<file path="src/rtl/dsl_pkg.sv">
package dsl_pkg;

    typedef enum logic [2:0] {
        ST_IDLE,
        ST_CMD,
        ST_DUMMY,
        ST_HDR,
        ST_BODY,
        ST_DONE
    } dsl_state_e;

    localparam logic [7:0] DSL_OP_DUAL_READ = 8'h3B;
    localparam int DSL_OP_BITS    = 8;
    localparam int DSL_ADDR_BITS  = 24;
    localparam int DSL_DUMMY_CLKS = 8;
    localparam int DSL_WORD_BITS  = 32;
    localparam int DSL_LANES      = 2;
    localparam int DSL_HEAD_BITS  = DSL_OP_BITS + DSL_ADDR_BITS;
    localparam int DSL_WORD_CLKS  = DSL_WORD_BITS / DSL_LANES;

    typedef struct packed {
        logic odd;
        logic even;
    } dsl_pair_t;

    function automatic logic [DSL_WORD_BITS-1:0] dsl_bswap(input logic [DSL_WORD_BITS-1:0] w);
        return {w[7:0], w[15:8], w[23:16], w[31:24]};
    endfunction

    function automatic logic [30:0] dsl_len_to_words(input logic [31:0] len);
        return {1'b0, len[31:2]} + {30'd0, |len[1:0]};
    endfunction

endpackage

</file>
<file path="src/rtl/dsl_sclk_div.sv">
module dsl_sclk_div #(
    parameter int SCLK_DIV = 4
) (
    input  logic clk,
    input  logic rst,
    input  logic run,
    output logic sclk,
    output logic rise_evt,
    output logic fall_evt
);
    localparam int HALF = SCLK_DIV / 2;
    localparam int CW   = (SCLK_DIV > 2) ? $clog2(SCLK_DIV) : 1;

    logic [CW-1:0] cnt;

    assign rise_evt = run && (cnt == CW'(HALF - 1));
    assign fall_evt = run && (cnt == CW'(SCLK_DIV - 1));

    always_ff @(posedge clk) begin
        if (rst || !run) begin
            cnt  <= '0;
            sclk <= 1'b0;
        end else begin
            cnt <= (cnt == CW'(SCLK_DIV - 1)) ? '0 : cnt + 1'b1;
            if (rise_evt)
                sclk <= 1'b1;
            else if (fall_evt)
                sclk <= 1'b0;
        end
    end
endmodule

</file>
<file path="src/rtl/dsl_pair_shift.sv">
module dsl_pair_shift
    import dsl_pkg::*;
#(
    parameter int W = DSL_WORD_BITS
) (
    input  logic         clk,
    input  logic         rst,
    input  logic         clear,
    input  logic         sample,
    input  dsl_pair_t    pair,
    output logic [W-1:0] word
);
    always_ff @(posedge clk) begin
        if (rst || clear)
            word <= '0;
        else if (sample)
            word <= {word[W-3:0], pair.odd, pair.even};
    end
endmodule

</file>
<file path="src/rtl/dual_spi_image_loader.sv">
module dual_spi_image_loader
    import dsl_pkg::*;
#(
    parameter int SCLK_DIV = 4,
    parameter int MEM_AW   = 10
) (
    input  logic              clk,
    input  logic              rst,
    input  logic              start,
    input  logic [23:0]       flash_base,
    output logic              spi_cs_n,
    output logic              spi_sclk,
    output logic              spi_io0_out,
    output logic              spi_io0_oe,
    input  logic              spi_io0_in,
    input  logic              spi_io1_in,
    output logic [MEM_AW-1:0] mem_addr,
    output logic [31:0]       mem_wdata,
    output logic              mem_we,
    output logic              done
);
    localparam int BCW = $clog2(DSL_HEAD_BITS);

    dsl_state_e              state;
    logic [DSL_HEAD_BITS-1:0] out_sh;
    logic [BCW-1:0]          bit_cnt;
    logic [30:0]             words;
    logic [30:0]             word_idx;
    logic                    run, rise_evt, fall_evt;
    logic                    accept;
    logic [DSL_WORD_BITS-1:0] in_word;
    dsl_pair_t               pair;

    assign run    = (state != ST_IDLE) && (state != ST_DONE);
    assign accept = start && !run;
    assign pair   = '{odd: spi_io1_in, even: spi_io0_in};
    assign spi_io0_out = out_sh[DSL_HEAD_BITS-1];

    dsl_sclk_div #(.SCLK_DIV(SCLK_DIV)) u_div (
        .clk      (clk),
        .rst      (rst),
        .run      (run),
        .sclk     (spi_sclk),
        .rise_evt (rise_evt),
        .fall_evt (fall_evt)
    );

    dsl_pair_shift #(.W(DSL_WORD_BITS)) u_shift (
        .clk    (clk),
        .rst    (rst),
        .clear  (accept),
        .sample (rise_evt && (state == ST_HDR || state == ST_BODY)),
        .pair   (pair),
        .word   (in_word)
    );

    always_ff @(posedge clk) begin
        if (rst) begin
            state      <= ST_IDLE;
            spi_cs_n   <= 1'b1;
            spi_io0_oe <= 1'b0;
            out_sh     <= '0;
            bit_cnt    <= '0;
            words      <= '0;
            word_idx   <= '0;
            mem_addr   <= '0;
            mem_wdata  <= '0;
            mem_we     <= 1'b0;
            done       <= 1'b0;
        end else begin
            mem_we <= 1'b0;
            case (state)
                ST_IDLE, ST_DONE: begin
                    if (accept) begin
                        state      <= ST_CMD;
                        spi_cs_n   <= 1'b0;
                        spi_io0_oe <= 1'b1;
                        out_sh     <= {DSL_OP_DUAL_READ, flash_base};
                        bit_cnt    <= '0;
                        word_idx   <= '0;
                        done       <= 1'b0;
                    end
                end
                ST_CMD: begin
                    if (fall_evt) begin
                        out_sh <= out_sh << 1;
                        if (bit_cnt == BCW'(DSL_HEAD_BITS - 1)) begin
                            state   <= ST_DUMMY;
                            bit_cnt <= '0;
                        end else begin
                            bit_cnt <= bit_cnt + 1'b1;
                        end
                    end
                end
                ST_DUMMY: begin
                    if (fall_evt) begin
                        out_sh <= out_sh << 1;
                        if (bit_cnt == BCW'(DSL_DUMMY_CLKS - 1)) begin
                            spi_io0_oe <= 1'b0;
                            state      <= ST_HDR;
                            bit_cnt    <= '0;
                        end else begin
                            bit_cnt <= bit_cnt + 1'b1;
                        end
                    end
                end
                ST_HDR: begin
                    if (fall_evt) begin
                        if (bit_cnt == BCW'(DSL_WORD_CLKS - 1)) begin
                            bit_cnt <= '0;
                            words   <= dsl_len_to_words(in_word);
                            if (dsl_len_to_words(in_word) == '0) begin
                                spi_cs_n <= 1'b1;
                                done     <= 1'b1;
                                state    <= ST_DONE;
                            end else begin
                                state <= ST_BODY;
                            end
                        end else begin
                            bit_cnt <= bit_cnt + 1'b1;
                        end
                    end
                end
                ST_BODY: begin
                    if (fall_evt) begin
                        if (bit_cnt == BCW'(DSL_WORD_CLKS - 1)) begin
                            bit_cnt   <= '0;
                            mem_we    <= 1'b1;
                            mem_wdata <= dsl_bswap(in_word);
                            mem_addr  <= word_idx[MEM_AW-1:0];
                            word_idx  <= word_idx + 1'b1;
                            if (word_idx == words - 1'b1) begin
                                spi_cs_n <= 1'b1;
                                done     <= 1'b1;
                                state    <= ST_DONE;
                            end
                        end else begin
                            bit_cnt <= bit_cnt + 1'b1;
                        end
                    end
                end
                default: state <= ST_IDLE;
            endcase
        end
    end
endmodule

</file>
<file path="config.mk">
export PLATFORM = sky130hd
export DESIGN_NAME = dual_spi_image_loader
export DESIGN_NICKNAME = d
export VERILOG_FILES = /design/src/rtl/dsl_pkg.sv /design/src/rtl/dsl_sclk_div.sv /design/src/rtl/dsl_pair_shift.sv /design/src/rtl/dual_spi_image_loader.sv
export SDC_FILE = /design/constraint.sdc
export NUM_CORES = 1
export LEC_CHECK = 0
export BUFFER_PORTS_ARGS = -buffer_cell sky130_fd_sc_hd__buf_2
export CORE_MARGIN = 2
export CORE_UTILIZATION = 40
export CTS_BUF_LIST = sky130_fd_sc_hd__clkbuf_8
export CTS_CLUSTER_SIZE = 40
export DETAILED_ROUTE_END_ITERATION = 6
export PLACE_DENSITY = 0.61
export SLEW_MARGIN = 20
export SYNTH_ARGS = -nofsm -noshare
export SYNTH_HDL_FRONTEND = slang
export SYNTH_SLANG_ARGS = --single-unit
</file>
<file path="constraint.sdc">
create_clock -name clk -period 9.4 [get_ports clk]
set_input_delay 0.94 -clock clk [delete_from_list [all_inputs] [get_ports clk]]
set_output_delay 0.94 -clock clk [all_outputs]
set_load 0.01 [all_outputs]
</file>
# Word level (Yosys, flattened, before mapping)
# Cells that the tools add are included.
[classes]
n_addsub = 5
n_eq_ne = 25
mux = 42
bitwise = 2
n_reduce_logical = 32
[op_table]
columns = ["cell", "count"]
rows = [
  ["$mux 31", 3],
  ["$mux 32", 2],
  ["$pmux 32 s2", 1],
  ["$pmux 31 s2", 1],
  ["$mux 5", 7],
  ["$add 30x1->31", 1],
  ["$add 31x1->31 const B", 1],
  ["$eq 31x31->1", 1],
  ["$logic_not 31->1", 1],
  ["$sub 31x1->31 const B", 1],
  ["$mux 3", 10],
  ["$pmux 5 s4", 1],
  ["$pmux 3 s5", 1],
  ["$mux 1", 14],
  ["$ne 2x1->1 const B", 7],
  ["$ne 2x2->1 const B", 6],
  ["$reduce_and 10->1", 1],
  ["$reduce_or 2->1", 5],
  ["$reduce_and 3->1", 3],
  ["$reduce_and 4->1", 2],
  ["$reduce_and 8->1", 1],
  ["$reduce_bool 2->1", 4],
  ["$eq 3x2->1 const B", 2],
  ["$eq 3x3->1 const B", 2],
  ["20 further kinds", 28],
]
[totals]
register_bits = 183
in_bits = 29
output_inout_bits = 48
word_cells = 120

# Depth between registers and ports, before layout
# Gate-level depths: netlist of run 1.
[logic_depth]
depth_word = 7
depth_mapped = 13
depth_no_buf = 13

# Modules after synthesis
# A second synthesis of run 1 with hierarchy kept.
[hier_totals]
hier_cells = 1171
hier_area_um2 = 9474.1
[modules_own_cells]
columns = ["module", "n_inst", "cells_per_inst", "area_each_um2", "seq_area_each_um2"]
rows = [
  ["dual_spi_image_loader", 1, 1052, 8177.8, 2962.8],
  ["dsl_pair_shift", 1, 105, 1156.1, 640.6],
  ["dsl_sclk_div", 1, 14, 140.1, 60.1],
]

# Least setup slack after synthesis of run 1
# No wires, ideal clock.
[synth_path]
path_kind = "register -> register"
startpoint = "register u_shift.word[0]"
endpoint = "register done"
setup_time_ns = 0.067
arrival_time_ns = 2.965
required_ns = 9.333
setup_slack_ns = 6.368
stages_incl_launch_ff = 13
path_buffers = 0
synth_period_minus_slack_ns = 3.032
path_cell_list = "dfxtp_1 -> or2_2 -> ha_1 -> ha_1 -> nand2_1 -> nor2_1 -> or3_2 -> a221oi_1 -> nand2_1 -> or4_4 -> nor4b_4 -> o211ai_2 -> a21oi_2"
[synth_via]
elab_chain_len = 5
[synth_rtl]
columns = ["element", "line_no", "text"]
rows = [
  ["start: declaration", "dsl_pair_shift.sv:11", "output logic [W-1:0] word"],
  ["start signal: assignment", "dsl_pair_shift.sv:17", "word <= {word[W-3:0], pair.odd, pair.even};"],
  ["$reduce_or 2->1", "dsl_pkg.sv:31", "return {1'b0, len[31:2]} + {30'd0, |len[1:0]};"],
  ["$add 30x1->31", "dsl_pkg.sv:31", ""],
  ["$logic_not 31->1", "dual_spi_image_loader.sv:112", "if (dsl_len_to_words(in_word) == '0) begin"],
  ["$ne 2x1->1 (no source line)", "--", ""],
  ["$reduce_and 8->1 (no source line)", "--", ""],
  ["end signal: assignment", "dual_spi_image_loader.sv:81", "done <= 1'b0;"],
  ["end signal: assignment", "dual_spi_image_loader.sv:114", "done <= 1'b1;"],
  ["end signal: assignment", "dual_spi_image_loader.sv:134", "done <= 1'b1;"],
  ["end: declaration", "dual_spi_image_loader.sv:20", "output logic done"],
]
# Every way passes these cells.
# A chain may end at the register's enable or synchronous reset.

# Worst setup path after layout of run 1
[layout_path]
startpoint = "register u_shift.word[0]"
endpoint = "register state[0]"
[layout_via]
elab_chain_len = 7
[layout_rtl]
columns = ["element", "line_no", "text"]
rows = [
  ["$reduce_or 2->1", "dsl_pkg.sv:31", ""],
  ["$add 30x1->31", "dsl_pkg.sv:31", ""],
  ["$logic_not 31->1", "dual_spi_image_loader.sv:112", ""],
  ["$mux 1", "dual_spi_image_loader.sv:112", ""],
  ["$mux 3", "dual_spi_image_loader.sv:109", "if (bit_cnt == BCW'(DSL_WORD_CLKS - 1)) begin"],
  ["$mux 3", "dual_spi_image_loader.sv:108", "if (fall_evt) begin"],
  ["$pmux 3 s5", "dual_spi_image_loader.sv:72", "case (state)"],
  ["end signal: assignment", "dual_spi_image_loader.sv:75", "state <= ST_CMD;"],
  ["end signal: assignment", "dual_spi_image_loader.sv:115", "state <= ST_DONE;"],
  ["end signal: assignment", "dual_spi_image_loader.sv:117", "state <= ST_BODY;"],
  ["end: declaration", "dual_spi_image_loader.sv:24", "dsl_state_e state;"],
]
# Every way passes these cells. The select of a mux whose other input is x is not followed.

==> impl_table.tex, run 1 <==
\begin{tabular}{lr}
\hline
Metric & Value \\
\hline
\multicolumn{2}{l}{\textbf{Placed design}} \\
\quad Final GP Congestion & 0.886 \\
\quad Count of buffers inserted at the top-level ports & 76 \\
\quad Count of placed standard cells including taps & 1,510 \\
\quad Final HPWL DP & 15,800 um \\
\multicolumn{2}{l}{\textbf{Drt}} \\
\quad Detailed-router iteration count before antenna repair & 4 \\
\quad Post-detailed-route DRC marker count & 0 \\
\quad Iteration-0 DRC count of the detailed router & 586 \\
\quad Total number of vias & 8,089 \\
\quad Total Routed Length & 22,800 um \\
\quad Detail-routed via count per cell & 5.25 \\
\quad WL/cell & 14.8 um \\
\quad Number of antenna-violating nets in the routed design & 0 \\
\multicolumn{2}{l}{\textbf{Hold path}} \\
\quad Type of the tightest min-delay check & reg -> reg \\
\multicolumn{2}{l}{\textbf{Die}} \\
\quad Core area & 22,800 um\^{}2 \\
\quad Effective utilization at floorplan & 41.1\% \\
\quad Row count & 55 \\
\quad Total Die Area & 24,600 um\^{}2 \\
\quad Die span in x & 157 um \\
\quad Top-Level Pins & 77 \\
\quad Die height & 157 um \\
\multicolumn{2}{l}{\textbf{Clock network}} \\
\quad Post-cts repair resize count & 0 \\
\quad Clock latency on the worst-skew pair & 480 ps \\
\quad Number of buffers inserted for hold repair after clock tree synthesis & 0 \\
\quad Maximum buffer depth of the clock tree & 2 \\
\quad Post-CTS setup buffers & 0 \\
\quad Clock-pin slew on the worst setup and hold paths & 110 ps \\
\quad \# H-tree levels & 4 \\
\quad Number of buffers created by CTS & 17 \\
\quad CTS tree & yes \\
\quad Cell at the root of the clock tree & sky130\_fd\_sc\_hd\_\_clkbuf\_8 \\
\quad Sink Count & 183 \\
\multicolumn{2}{l}{\textbf{Synth}} \\
\quad Leading cell types by total area after synthesis & sky130\_fd\_sc\_hd\_\_dfxtp\_1 39\%, sky130\_fd\_sc\_hd\_\_nand2\_1 11\%, sky130\_fd\_sc\_hd\_\_xnor2\_1 5.7\%, sky130\_fd\_sc\_hd\_\_a21oi\_1 5.6\%, sky130\_fd\_sc\_hd\_\_nor2\_1 4.9\% \\
\quad Mux cell area share after synthesis & 0.669\% \\
\quad Number of enable flip-flop cells after synthesis & 0 \\
\quad Flop and latch count out of synthesis & 183 \\
\quad Cell accounting for the most synthesized area & sky130\_fd\_sc\_hd\_\_dfxtp\_1 \\
\quad Unique masters post-synth & 75 \\
\quad Sequential cell area fraction in the yosys report & 39.1\% \\
\quad Synthesized netlist cell count & 1,205 \\
\quad Post-Synth XOR/XNOR Area & 10.1\% \\
\quad Synthesized-area fraction occupied by and/or/nand/nor cells & 28.4\% \\
\quad Adder-cell share of the synthesized area & 1.34\% \\
\quad Number of warnings issued by yosys & 0 \\
\quad Compound-Gate Fraction of Synth Area & 15.0\% \\
\quad Total standard cell area after synthesis & 9360 um\^{}2 \\
\quad Top cell type's share of synthesized area & 39.1\% \\
\quad Largest family of logic cells by synthesized area & simple AND/OR/NAND/NOR gates \\
\quad Share of flip-flops with an asynchronous set or reset after synthesis & 0\% \\
\quad Post-synth net total & 1,244 \\
\quad Average size of a mapped cell & 7.77 um\^{}2 \\
\quad Leading register cell type out of synthesis & sky130\_fd\_sc\_hd\_\_dfxtp\_1 \\
\multicolumn{2}{l}{\textbf{Global routing}} \\
\quad Residual overflow from global routing & 0 \\
\quad Number of antenna violations at the first check in global routing & 0 \\
\quad Number of global-route vias before repair & 7,243 \\
\quad Largest net degree at the start of global routing & 101 \\
\quad Wire length of the first global-routing pass & 37,400 um \\
\quad Total GRT Usage & 18.8\% \\
\multicolumn{2}{l}{\textbf{Critical path}} \\
\quad Maximum fanout along the worst path & 6 \\
\quad Arrival time of data at the critical path endpoint & 3790 ps \\
\quad Type of origin of the critical path & register \\
\quad Critical Path Sink Type & register \\
\quad CP Data Required Time & 9830 ps \\
\quad FF-to-FF setup slack & 6040 ps \\
\quad Crit Path Class & reg -> reg \\
\multicolumn{2}{l}{\textbf{Timing}} \\
\quad Maximum frequency from static timing analysis & 298 MHz \\
\quad Final total negative setup slack & 0 ps \\
\quad Fraction of the cycle the final worst path needs & 35.8\% \\
\quad Setup clock skew after layout & 19.8 ps \\
\quad Final Max Tran Viols & 0 \\
\quad Final critical path time including I/O delays and setup & 3360 ps \\
\quad Final hold viol count & 0 \\
\quad Unrepaired setup endpoints after global routing & false \\
\quad Count of endpoints failing setup in the final report & 0 \\
\quad Transition time of the tightest slew-check pin & 1050 ps \\
\quad Worst rel slew slack & 29.7\% \\
\quad Worst hold slack across all endpoints & 455 ps \\
\multicolumn{2}{l}{\textbf{Final layout}} \\
\quad Antenna diode count & 0 \\
\quad Final nets & 1,255 \\
\quad Combined area of the multi-input logic cells & 5230 um\^{}2 \\
\quad Register Area & 3660 um\^{}2 \\
\quad Final Core Density & 44.8\% \\
\quad Filler-free cell count of the finished design & 1,542 \\
\quad Filler cells & 2,306 \\
\quad Area added between synthesis and finish & 8.93\% \\
\quad Share of layout cells above drive strength 1 & 12.2\% \\
\multicolumn{2}{l}{\textbf{Power}} \\
\quad Worst supply voltage drop on vdd & 0.122 mV \\
\quad Cell leakage power & 3.61 nW \\
\quad Power consumption & 0.00179 W \\
\quad Power per Cell Area & 176 nW/um\^{}2 \\
\multicolumn{2}{l}{\textbf{Status}} \\
\quad Outcome & completed \\
\multicolumn{2}{l}{\textbf{Run}} \\
\quad Number of violations of the max-capacitance limit & 0 \\
\hline
\end{tabular}
## registers in the layout (all words and copies together), names as in the netlist, 2 cells and up
register and flops:
u_shift.word 32, state 3, words 31, bit_cnt 5, mem_addr 10, mem_wdata 32, out_sh 32, word_idx 31
u_div.cnt 2
## cells in the final DEF (no fill, tap or decap), types with 10 or more instances in the layout
cell	count
sky130_fd_sc_hd__a211oi_1	28
sky130_fd_sc_hd__and3_1	16
sky130_fd_sc_hd__a21oi_1	104
sky130_fd_sc_hd__nor4_1	11
sky130_fd_sc_hd__xnor2_1	61
sky130_fd_sc_hd__nor3_1	30
sky130_fd_sc_hd__ha_1	10
sky130_fd_sc_hd__nand3_1	36
sky130_fd_sc_hd__a311oi_1	25
sky130_fd_sc_hd__inv_1	18
sky130_fd_sc_hd__dfxtp_1	183
sky130_fd_sc_hd__xor2_1	47
sky130_fd_sc_hd__o21ai_0	24
sky130_fd_sc_hd__buf_2	75
sky130_fd_sc_hd__nand2_1	261
sky130_fd_sc_hd__clkbuf_8	17
sky130_fd_sc_hd__nor2_1	122
sky130_fd_sc_hd__nand4_1	31
## synth_stat cells (4+ instances only)
library cell	instances
sky130_fd_sc_hd__nor4_1	11
sky130_fd_sc_hd__nor2_1	123
sky130_fd_sc_hd__a21oi_1	105
sky130_fd_sc_hd__nand2b_1	10
sky130_fd_sc_hd__clkbuf_1	69
sky130_fd_sc_hd__nor3_1	31
sky130_fd_sc_hd__nand4_1	31
sky130_fd_sc_hd__a311oi_1	25
sky130_fd_sc_hd__nand2_1	262
sky130_fd_sc_hd__buf_2	10
sky130_fd_sc_hd__xnor2_1	61
sky130_fd_sc_hd__inv_1	18
sky130_fd_sc_hd__dfxtp_1	183
sky130_fd_sc_hd__a211oi_1	28
sky130_fd_sc_hd__o21ai_0	25
sky130_fd_sc_hd__and3_1	16
sky130_fd_sc_hd__or2_2	4
sky130_fd_sc_hd__and4_1	4
sky130_fd_sc_hd__xor2_1	47
sky130_fd_sc_hd__o31ai_1	4
sky130_fd_sc_hd__ha_1	10
sky130_fd_sc_hd__a31oi_1	8
sky130_fd_sc_hd__nand3_1	36
sky130_fd_sc_hd__mux2i_1	4
sky130_fd_sc_hd__or3_1	4
## cell type report
type	count	area share, %
Multi-Input combinational cell	913	51.3
Clock inverter	15	1.72
Clock buffer	17	2.30
Sequential cell	183	35.9
Inverter	19	0.700
Timing Repair Buffer	82	4.20
Tap cell	313	3.84
## routing by layer
layer | share of wire [%] | vias up | global-route usage, %
li1 | - | 4168 | -
met1 | 51 | 3750 | 27.1
met2 | 44 | 145 | 28.7
met3 | 3.6 | 26 | 2.81
met4 | 1.6 | 0 | 5.90
met5 | 0 | - | 0
## metrics by stage
stage	setup WS, ps	area, um^2
after floorplan	6370	9360
after global placement	6130	9770
after detailed placement	6070	9770
after CTS	6040	10200
after global routing	5840	10200
final	6040	10200
## kinds of logic (layout without fill, tap and decap cells)
family | after synthesis | after routing
simple gates | 567 | 567
compound gates | 222 | 222
flops | 183 | 183
buf+inv | 109 | 133
xor+xnor | 108 | 108
fa+ha+maj | 10 | 10
mux | 6 | 6
## where the power goes
group          internal (W)  switching, W  leakage (nW)
combinational      0.000130      0.000239          1.94
sequential         0.000834     0.0000473          1.48
clock              0.000204      0.000341         0.195
total               0.00117      0.000628          3.61
## worst max-delay path, cell delays in order, from the launching register on
cell and delay (ps):
sky130_fd_sc_hd__dfxtp_1 340, sky130_fd_sc_hd__or2_2 300, sky130_fd_sc_hd__ha_1 210, sky130_fd_sc_hd__ha_1 260
sky130_fd_sc_hd__nand2_1 250, sky130_fd_sc_hd__nor2_1 120, sky130_fd_sc_hd__or3_2 430, sky130_fd_sc_hd__a221oi_1 300
sky130_fd_sc_hd__nand2_1 100, sky130_fd_sc_hd__or4_4 460, sky130_fd_sc_hd__o41ai_2 230, sky130_fd_sc_hd__mux2_1 180
sky130_fd_sc_hd__and3b_1 150
## path summary, 6_finish.rpt
kind                                 from                    endpoint  cells after the start
max reg2reg  u_shift.word[0]$_SDFFE_PP0P_       state[0]$_SDFFE_PP0P_                     12
min            mem_wdata[30]$_SDFFE_PP0P_  mem_wdata[30]$_SDFFE_PP0P_                      2
max          u_shift.word[0]$_SDFFE_PP0P_       state[0]$_SDFFE_PP0P_                     12
min reg2reg    mem_wdata[30]$_SDFFE_PP0P_  mem_wdata[30]$_SDFFE_PP0P_                      2
(Power assumes the default switching activity.)
==> run 2, diff against run 1 <==
- clock period: 9.4 -> 3.3 ns (I/O delays scaled with it)
==> impl_table.tex, run 2 (same netlist as run 1, synthesis figures left out) <==
\begin{tabular}{lr}
\hline
Metric & Value \\
\hline
\multicolumn{2}{l}{\textbf{Drt}} \\
\quad Number of antenna-violating nets in the routed design & 0 (unchanged) \\
\quad Total number of vias & 8,335 (+3.0\%) \\
\quad Total Routed Length & 23,000 um (+1.2\%) \\
\quad Post-detailed-route DRC marker count & 0 (unchanged) \\
\quad WL/cell & 14.7 um (-0.63\%) \\
\quad Iteration-0 DRC count of the detailed router & 599 (+2.2\%) \\
\quad Detail-routed via count per cell & 5.31 (+1.2\%) \\
\quad Detailed-router iteration count before antenna repair & 5 (+1) \\
\multicolumn{2}{l}{\textbf{Status}} \\
\quad Outcome & completed \\
\multicolumn{2}{l}{\textbf{Final layout}} \\
\quad Most frequent cells in the layout & 261 x sky130\_fd\_sc\_hd\_\_nand2\_1, 183 x sky130\_fd\_sc\_hd\_\_dfxtp\_1, 122 x sky130\_fd\_sc\_hd\_\_nor2\_1, 104 x sky130\_fd\_sc\_hd\_\_a21oi\_1, 75 x sky130\_fd\_sc\_hd\_\_buf\_2 \\
\quad Leading cell type in the layout, fill and taps excluded & sky130\_fd\_sc\_hd\_\_nand2\_1 \\
\quad Area added between synthesis and finish & 11.2\% \\
\quad Final design instance area without fill & 10,400 um\^{}2 (+2.1\%) \\
\quad Share of layout cells above drive strength 1 & 14.2\% (+2.0 points) \\
\quad Top Registers & mem\_wdata: 32 flops, out\_sh: 32 flops, u\_shift.word: 32 flops \\
\quad Antenna diode count & 0 (unchanged) \\
\quad Final nets & 1,283 (+2.2\%) \\
\multicolumn{2}{l}{\textbf{Clock network}} \\
\quad Number of buffers inserted for hold repair after clock tree synthesis & 0 (unchanged) \\
\quad \# H-tree levels & 4 (unchanged) \\
\quad Maximum buffer depth of the clock tree & 2 (unchanged) \\
\quad Sink Count & 183 (unchanged) \\
\quad Post-CTS setup buffers & 0 (unchanged) \\
\quad Post-cts repair resize count & 0 (unchanged) \\
\quad Clock-pin slew on the worst setup and hold paths & 110 ps (about the same) \\
\quad Cell at the root of the clock tree & sky130\_fd\_sc\_hd\_\_clkbuf\_8 \\
\quad Number of buffers created by CTS & 17 (unchanged) \\
\quad Clock latency on the worst-skew pair & 470 ps (about the same) \\
\quad CTS tree & yes \\
\multicolumn{2}{l}{\textbf{Timing}} \\
\quad Final critical path time including I/O delays and setup & 3110 ps (-252 ps) \\
\quad Worst rel slew slack & 54.1\% (+24 points) \\
\quad Unrepaired setup endpoints after global routing & false \\
\quad Setup clock skew after layout & 18.2 ps (-1.60 ps) \\
\quad Maximum frequency from static timing analysis & 322 MHz (+8.1\%) \\
\quad Count of endpoints failing setup in the final report & 0 (unchanged) \\
\quad Worst hold slack across all endpoints & 94.1 ps (-361 ps) \\
\quad Final total negative setup slack & 0 ps (unchanged) \\
\quad Transition time of the tightest slew-check pin & 689 ps (-366 ps) \\
\quad Fraction of the cycle the final worst path needs & 94.2\% (+58 points) \\
\quad Final Max Tran Viols & 0 (unchanged) \\
\quad Final hold viol count & 0 (unchanged) \\
\multicolumn{2}{l}{\textbf{Global routing}} \\
\quad Residual overflow from global routing & 0 (unchanged) \\
\quad Number of antenna violations at the first check in global routing & 0 (unchanged) \\
\quad Wire length of the first global-routing pass & 37,800 um (+1.1\%) \\
\quad Largest net degree at the start of global routing & 67 (-34\%) \\
\quad Number of global-route vias before repair & 7,348 (+1.4\%) \\
\quad Total GRT Usage & 18.9\% (+0.14 points) \\
\multicolumn{2}{l}{\textbf{Die}} \\
\quad Core area & 22,800 um\^{}2 (unchanged) \\
\quad Total Die Area & 24,600 um\^{}2 (unchanged) \\
\quad Die height & 157 um (unchanged) \\
\quad Row count & 55 (unchanged) \\
\quad Top-Level Pins & 77 (unchanged) \\
\quad Die span in x & 157 um (unchanged) \\
\quad Effective utilization at floorplan & 41.1\% (unchanged) \\
\multicolumn{2}{l}{\textbf{Critical path}} \\
\quad CP Data Required Time & 3700 ps (-6130 ps) \\
\quad Type of origin of the critical path & register \\
\quad Arrival time of data at the critical path endpoint & 3500 ps (-290 ps) \\
\quad Maximum fanout along the worst path & 5 (-1) \\
\quad Critical Path Sink Type & register \\
\quad Cells on worst reg2reg path & 12 (unchanged) \\
\quad Crit Path Class & reg -> reg \\
\multicolumn{2}{l}{\textbf{Power}} \\
\quad Worst supply voltage drop on vdd & 0.409 mV (+240\%) \\
\quad Power per Cell Area & 491 nW/um\^{}2 (+180\%) \\
\quad Power consumption & 0.00511 W (+180\%) \\
\quad Cell leakage power & 3.75 nW (+3.8\%) \\
\multicolumn{2}{l}{\textbf{Placed design}} \\
\quad Count of buffers inserted at the top-level ports & 76 (unchanged) \\
\quad Final GP Congestion & 0.914 (+3.2\%) \\
\quad Placed inst area & 10000 um\^{}2 (+2.3\%) \\
\quad Final HPWL DP & 16,400 um (+3.9\%) \\
\multicolumn{2}{l}{\textbf{Hold path}} \\
\quad Hold path cells & 3 (+1) \\
\quad Type of the tightest min-delay check & in -> reg \\
\multicolumn{2}{l}{\textbf{Run}} \\
\quad Number of violations of the max-capacitance limit & 0 (unchanged) \\
\hline
\end{tabular}
-- run 2: path summary, 6_finish.rpt --
path	startpoint	to	slack (ps)
setup / recovery	u_shift.word[0]$_SDFFE_PP0P_	done$_SDFFE_PP0P_	190
hold / removal	flash_base[0]	out_sh[0]$_SDFFE_PP0P_	90
setup reg to reg	u_shift.word[0]$_SDFFE_PP0P_	done$_SDFFE_PP0P_	190
hold reg to reg	out_sh[28]$_SDFFE_PP0P_	out_sh[28]$_SDFFE_PP0P_	460
-- run 2: layout make-up --
cell class	instances	area (um^2)
clock buffers	17	234
clock inverters	15	163
fillers	2345	12400
inverters	19	71.3
multi-input cells	913	5230
flip-flops and latches	183	3660
well taps	313	392
repair buffers	110	651
-- run 2: layer usage --
metal | track usage [%] | up-vias | routed length, um
met5 | 0 | - | 0
met4 | 5.94 | 0 | 453
met3 | 3.36 | 24 | 1070
met2 | 28.2 | 179 | 10100
met1 | 27.5 | 3902 | 11500
li1 | - | 4230 | -
-- run 2: power breakdown --
group          total, W  internal [W]  switching (W)
Combinational   0.00113      0.000400       0.000730
Sequential      0.00248       0.00237       0.000102
Clock           0.00150      0.000569       0.000934
-- run 2: metrics by stage --
step                      std cells  setup slack [ps]  util, %
after CTS                      1570              62.0     45.6
after global placement         1538               117     43.9
after detailed placement       1538              84.8     43.9
after floorplan                1205               268        -
final                          1570               191     45.7
after global routing           1570              13.0     45.7
-- run 2: worst max-delay path, stage by stage (launching register included) --
cell and delay, ps:
sky130_fd_sc_hd__dfxtp_1 350, sky130_fd_sc_hd__or2_2 300, sky130_fd_sc_hd__ha_1 220, sky130_fd_sc_hd__ha_2 220
sky130_fd_sc_hd__nand2_2 120, sky130_fd_sc_hd__nor2_1 80, sky130_fd_sc_hd__or3_2 400, sky130_fd_sc_hd__a221oi_1 300
sky130_fd_sc_hd__nand2_1 80, sky130_fd_sc_hd__or4_4 460, sky130_fd_sc_hd__nor4b_4 280, sky130_fd_sc_hd__o211ai_2 130
sky130_fd_sc_hd__a21oi_2 130
